--- config.mk ---
export PLATFORM = sky130hd
export DESIGN_NAME = acc_fault_guard
export DESIGN_NICKNAME = d
export VERILOG_FILES = /design/src/rtl/acc_fault_pkg.sv /design/src/rtl/acc_fault_dp.sv /design/src/rtl/acc_fault_ctrl.sv /design/src/rtl/acc_fault_guard.sv
export SDC_FILE = /design/constraint.sdc
export NUM_CORES = 1
export LEC_CHECK = 0
export CAP_MARGIN = 30
export CORE_AREA = 2 2 93 95
export CTS_BUF_LIST = sky130_fd_sc_hd__clkbuf_4
export CTS_CLUSTER_DIAMETER = 200
export DETAILED_ROUTE_END_ITERATION = 10
export DIE_AREA = 0 0 95 97
export PLACE_DENSITY = 0.87
export SLEW_MARGIN = 20
export SYNTH_ARGS = -nofsm -noshare
export SYNTH_HDL_FRONTEND = slang
export SYNTH_SLANG_ARGS = --single-unit
--- constraint.sdc ---
create_clock -name clk -period 7.16 [get_ports clk]
set_clock_uncertainty 0.1 [all_clocks]
set_input_delay 2.148 -clock clk [delete_from_list [all_inputs] [get_ports clk]]
set_output_delay 2.148 -clock clk [all_outputs]
set_load 0.02 [all_outputs]
--- src/rtl/acc_fault_pkg.sv ---
package acc_fault_pkg;
  localparam int CAUSE_W = 5;

  typedef enum logic [CAUSE_W-1:0] {
    CAUSE_ALIGN = 5'h01,
    CAUSE_IBUS  = 5'h03,
    CAUSE_DBUS  = 5'h04,
    CAUSE_STACK = 5'h07
  } cause_e;

  typedef enum logic [1:0] {
    SEL_ALIGN = 2'd0,
    SEL_STACK = 2'd1,
    SEL_IBUS  = 2'd2,
    SEL_DBUS  = 2'd3
  } statSel_e;

  // strobes from control to datapath
  typedef struct packed {
    logic     capAddr;
    logic     loadStatus;
    statSel_e statSel;
  } strobe_t;
endpackage

--- src/rtl/acc_fault_dp.sv ---
module acc_fault_dp
  import acc_fault_pkg::*;
#(
  parameter int ADDR_W = 32,
  parameter int REG_W  = 5,
  parameter int STAT_W = 32
) (
  input  logic              clk,
  input  logic              rst_n,
  input  logic [ADDR_W-1:0] accAddr,
  input  logic [1:0]        sizeMask,
  input  logic              isWrite,
  input  logic [REG_W-1:0]  dstReg,
  input  logic [ADDR_W-1:0] stackLo,
  input  logic [ADDR_W-1:0] stackHi,
  input  strobe_t           strobes,
  output logic              misaligned,
  output logic              stackViol,
  output logic [ADDR_W-1:0] faultAddr,
  output logic [STAT_W-1:0] faultStatus
);
  localparam int WR_BIT   = CAUSE_W + REG_W;
  localparam int WORD_BIT = WR_BIT + 1;
  localparam int PAD_W    = STAT_W - WORD_BIT - 1;

  logic              wordSized;
  logic              belowLo;
  logic              aboveHi;
  logic [STAT_W-1:0] alignWord;
  logic [STAT_W-1:0] nextStatus;

  // detection
  assign misaligned = |(accAddr[1:0] & sizeMask);
  assign wordSized  = (sizeMask == 2'b11);
  assign belowLo    = (accAddr < stackLo);
  assign aboveHi    = (accAddr > stackHi);
  assign stackViol  = belowLo | aboveHi;

  // status word assembly
  assign alignWord = {{PAD_W{1'b0}}, wordSized, isWrite, dstReg, CAUSE_ALIGN};

  always_comb begin
    unique case (strobes.statSel)
      SEL_ALIGN: nextStatus = alignWord;
      SEL_STACK: nextStatus = {{(STAT_W-CAUSE_W){1'b0}}, CAUSE_STACK};
      SEL_IBUS:  nextStatus = {{(STAT_W-CAUSE_W){1'b0}}, CAUSE_IBUS};
      SEL_DBUS:  nextStatus = {{(STAT_W-CAUSE_W){1'b0}}, CAUSE_DBUS};
      default:   nextStatus = faultStatus;
    endcase
  end

  always_ff @(posedge clk) begin
    if (!rst_n) begin
      faultAddr <= '0;
    end else if (strobes.capAddr) begin
      faultAddr <= accAddr;
    end
  end

  always_ff @(posedge clk) begin
    if (!rst_n) begin
      faultStatus <= '0;
    end else if (strobes.loadStatus) begin
      faultStatus <= nextStatus;
    end
  end
endmodule

--- src/rtl/acc_fault_ctrl.sv ---
module acc_fault_ctrl
  import acc_fault_pkg::*;
(
  input  logic    clk,
  input  logic    rst_n,
  input  logic    accValid,
  input  logic    misaligned,
  input  logic    stackViol,
  input  logic    unassigned,
  input  logic    fetchSide,
  input  logic    excEnable,
  input  logic    iBusExcEn,
  input  logic    dBusExcEn,
  output strobe_t strobes,
  output logic    excReq
);
  logic raiseNext;
  logic busCfgHit;

  assign busCfgHit = fetchSide ? iBusExcEn : dBusExcEn;

  // fixed priority: alignment, stack window, unassigned region
  always_comb begin
    strobes   = '{capAddr: 1'b0, loadStatus: 1'b0, statSel: SEL_ALIGN};
    raiseNext = 1'b0;
    if (accValid) begin
      if (misaligned) begin
        strobes.capAddr    = 1'b1;
        strobes.loadStatus = 1'b1;
        strobes.statSel    = SEL_ALIGN;
        raiseNext          = excEnable;
      end else if (stackViol) begin
        strobes.capAddr    = 1'b1;
        strobes.loadStatus = 1'b1;
        strobes.statSel    = SEL_STACK;
        raiseNext          = 1'b1;
      end else if (unassigned && excEnable) begin
        strobes.capAddr = 1'b1;
        if (busCfgHit) begin
          strobes.loadStatus = 1'b1;
          strobes.statSel    = fetchSide ? SEL_IBUS : SEL_DBUS;
          raiseNext          = 1'b1;
        end
      end
    end
  end

  always_ff @(posedge clk) begin
    if (!rst_n) begin
      excReq <= 1'b0;
    end else begin
      excReq <= raiseNext;
    end
  end
endmodule

--- src/rtl/acc_fault_guard.sv ---
module acc_fault_guard
  import acc_fault_pkg::*;
#(
  parameter int ADDR_W = 32
) (
  input  logic              clk,
  input  logic              rst_n,
  input  logic              accValid,
  input  logic [ADDR_W-1:0] accAddr,
  input  logic [1:0]        sizeMask,
  input  logic              isWrite,
  input  logic [4:0]        dstReg,
  input  logic [ADDR_W-1:0] stackLo,
  input  logic [ADDR_W-1:0] stackHi,
  input  logic              unassigned,
  input  logic              fetchSide,
  input  logic              excEnable,
  input  logic              iBusExcEn,
  input  logic              dBusExcEn,
  output logic [ADDR_W-1:0] faultAddr,
  output logic [31:0]       faultStatus,
  output logic              excReq
);
  strobe_t strobes;
  logic    misaligned;
  logic    stackViol;

  acc_fault_dp #(.ADDR_W(ADDR_W), .REG_W(5), .STAT_W(32)) u_dp (
    .clk        (clk),
    .rst_n      (rst_n),
    .accAddr    (accAddr),
    .sizeMask   (sizeMask),
    .isWrite    (isWrite),
    .dstReg     (dstReg),
    .stackLo    (stackLo),
    .stackHi    (stackHi),
    .strobes    (strobes),
    .misaligned (misaligned),
    .stackViol  (stackViol),
    .faultAddr  (faultAddr),
    .faultStatus(faultStatus)
  );

  acc_fault_ctrl u_ctrl (
    .clk       (clk),
    .rst_n     (rst_n),
    .accValid  (accValid),
    .misaligned(misaligned),
    .stackViol (stackViol),
    .unassigned(unassigned),
    .fetchSide (fetchSide),
    .excEnable (excEnable),
    .iBusExcEn (iBusExcEn),
    .dBusExcEn (dBusExcEn),
    .strobes   (strobes),
    .excReq    (excReq)
  );
endmodule

==> summary.md <==
| Metric | Value |
|---|---|
| Clk root buf | `clkbuf_4` |
| Relative slew margins | `48.3%` |
| DR vias | `3,566` |
| Power share of the clock group | `21.9%` |
| Iter 0 DRT Violations | `56` |
| ANT nets after route | `0` |
| CTS buffer count | `5` |
| RSZ-0062 raised after global routing | `false` |
| CP startpoint kind | `primary input` |
| Post-synth ARST share | `0%` |
| Global-route wire length before repair | `16,100 microns` |
| Yosys cell types | `44` |
| Share of cells above drive strength 1 | `3.83%` |
| Flop2flop setup slack | `6.22 ns` |
| Total wire length | `10,100 microns` |
| Post-synthesis average cell area | `8.18 sq um` |
| Slowest-stage cell, CP | `o31a_2` |
| CTS sink count | `43` |
| Syn-to-layout area delta | `43.5%` |
| HP Class | `reg2reg` |
| Comb power frac | `40.0%` |
| Switch share | `32.2%` |
| DP Area | `5200 sq um` |
| Register area | `861 sq um` |
| Synth warn | `0` |
| Tightest Pin Transition | `0.775 ns` |
| Slew Limit Fails | `0` |
| P_int | `475 uW` |
| Critical Path End Type | `register` |
| Total power | `700 uW` |
| Outcome | `completed` |
| Final setup violation count | `0` |
| WP buf/inv | `2` |
| # Max-Cap Violations | `0` |
| Top cells by count, synth | `90 x nand2_1, 68 x inv_1, 65 x ha_1` |
| Final instance area | `5280 sq um` |
| Number of synthesized register bits | `43` |
| Synth Instances | `450` |
| Clock tree buffer depth | `2` |
| Tmin final | `5.24 ns` |
| Die Wd | `95 microns` |
| Crit-path cells | `clkdlybuf4s50_1, ha_1, a21oi_1, a21boi_0, a2111oi_2, a31oi_4, o32ai_2, o31a_2, buf_16, mux2i_1` |
| Hpwl dp | `8540 microns` |
| Tcrit/Tclk final | `73.2%` |
| Fmax | `191 MHz` |
| Seq/Total Area, Yosys | `23.4%` |
| Routed WL per cell | `14.3 microns` |
| Final net count | `776` |
| Peak supply drop | `0.0630 mV` |
| CTS tree | `done` |
| Number of synthesized flops with an enable pin | `0` |
| Antenna violations before repair | `0` |
| Die area | `9220 sq um` |
| Crit Path Class | `in2reg` |
| Biggest area consumer among synthesized cells | `dfxtp_1` |
| Setup tns final | `0 ns` |
| Net Sw Power | `226 uW` |
| Vias in the first global route | `3,677` |
| Max H-tree Level | `2` |
| Routability cong. | `0.885` |
| Number of fill cells in the layout | `690` |
| I/O pin cnt | `177` |
| Final global-route overflow total | `0` |
| # rows | `33` |
| Number of vias per cell | `5.06` |
| Pre-Repair DR Iteration Count | `4` |
| Core region area | `8130 sq um` |
| Multi-input gate area | `2380 sq um` |
| Most frequent cell after synthesis | `nand2_1` |
| Post-cts resize count | `0` |
| Final Hold Fails | `0` |
| Largest net degree at the start of global routing | `85` |
| Cell area after technology mapping | `3680 sq um` |
| Synth Flop Type | `dfxtp_1` |
| Number of post-CTS setup repair buffers | `0` |
| DRC Markers | `0` |
| Diode count | `0` |
| Clock Latency Late Sink | `0.34 ns` |
| Leakage Power | `0.00253 uW` |
| Clock-pin slew on the worst setup and hold paths | `0.13 ns` |
| Worst Path Required | `7.33 ns` |
| CP Max Fanout | `17` |
| CTS Hold Bufs | `0` |
| Total GRT Usage | `21.7%` |
| Die Height | `97 microns` |
| Starting Density | `45.3%` |
| CP delay by family, top | `compound AO/OA/AOI/OAI gates` |
| Max stage delay on crit path | `0.64 ns` |
| CP arrival | `5.42 ns` |
| Flop pwr share | `38.0%` |
| PortBufs | `154` |
| Main area contributors after synthesis | `dfxtp_1 23%, ha_1 22%, mux2i_1 11%` |
| PD cells | `133 nW/um^2` |
| Share of the synthesized area in the top cell type | `23.4%` |
through the flow:
| step | util, % | instances | worst slack, ns | hold slack (ns) |
|---|---|---|---|---|
| after floorplan | - | 471 | 2.64 | 0.433 |
| after global placement | 63.5 | 695 | 1.54 | 0.342 |
| after detailed placement | 64.0 | 697 | 1.56 | 0.348 |
| after CTS | 65.0 | 705 | 1.94 | 0.370 |
| after global routing | 65.0 | 705 | 1.72 | 0.382 |
| final | 65.0 | 705 | 1.92 | 0.366 |
power groups by stage:
stage | Clock, uW | Combinational, uW | Sequential, uW
6_report | 154 | 280 | 266
5_1_grt | 168 | 307 | 268
2_1_floorplan | 0 | 136 | 293
4_1_cts | 161 | 281 | 267
3_5_place_dp | 0 | 280 | 272
3_3_place_gp | 0 | 265 | 271
logic make-up after synthesis:
kind of cell | after synthesis | share of synthesized area, %
AND/OR/NAND/NOR | 137 | 17.5
buffers and inverters | 104 | 14.4
adder cells (fa/ha/maj) | 65 | 22.1
AO/OA/AOI/OAI | 58 | 11.1
flip-flops | 43 | 23.4
multiplexers | 42 | 11.4
other | 1 | 0.102
worst reg2reg max path, delay by kind of cell (launching register included):
| kind | cells | cell delay, ns |
|---|---|---|
| DFF | 1 | 0.35 |
| and+or+nand+nor | 2 | 0.10 |
| AOI/OAI and AO/OA | 1 | 0.30 |
cells in the final DEF (no fill, tap or decap), drive strengths merged, types with 2 or more instances in the layout:
| master | count |
|---|---|
| clkdlybuf4s50 | 153 |
| nor2 | 5 |
| a221oi | 3 |
| nand3 | 11 |
| nor4 | 3 |
| inv | 68 |
| buf | 4 |
| clkbuf | 5 |
| o21a | 3 |
| dfxtp | 43 |
| nor2b | 2 |
| nand4 | 14 |
| a2111oi | 2 |
| nand2 | 90 |
| a21oi | 22 |
| conb | 22 |
| a21o | 3 |
| a31oi | 3 |
| a2111o | 2 |
| and3 | 2 |
| o211ai | 2 |
| a221o | 2 |
| or4 | 2 |
| ha | 65 |
| o21ai | 9 |
| clkinv | 2 |
| nand2b | 4 |
| o31a | 2 |
| mux2i | 42 |
path summary, 6_finish.rpt:
kind	start	end	depth (start not counted)
worst max-delay path	accAddr[10]	u_dp.faultAddr[24]	10
worst max register to register	u_dp.faultStatus[2]	u_dp.faultStatus[2]	3
worst min register to register	u_dp.faultAddr[31]	u_dp.faultAddr[31]	2
worst min-delay path	u_dp.faultAddr[31]	u_dp.faultAddr[31]	2
per-layer routing:
metal / up-vias / track usage (%) / part of all wire (%)
met4: 0 / 7.58 / 2.1
li1: 1782 / - / -
met1: 1633 / 23.3 / 40
met2: 129 / 41.4 / 52
met5: - / 0 / 0
met3: 22 / 3.58 / 5.9
final cells by class:
type | count | share of cell area [%]
Sequential cell | 43 | 16.3
Clock inverter | 3 | 0.829
Clock buffer | 5 | 0.710
Inverter | 68 | 4.83
Tap cell | 105 | 2.49
Timing Repair Buffer | 157 | 29.9
Multi-Input combinational cell | 324 | 45.0
sequential cells by signal, indices dropped and copies added (netlist names):
name              flops
u_dp.faultStatus     10
u_ctrl.excReq         1
u_dp.faultAddr       32
(Power assumes the default switching activity.)
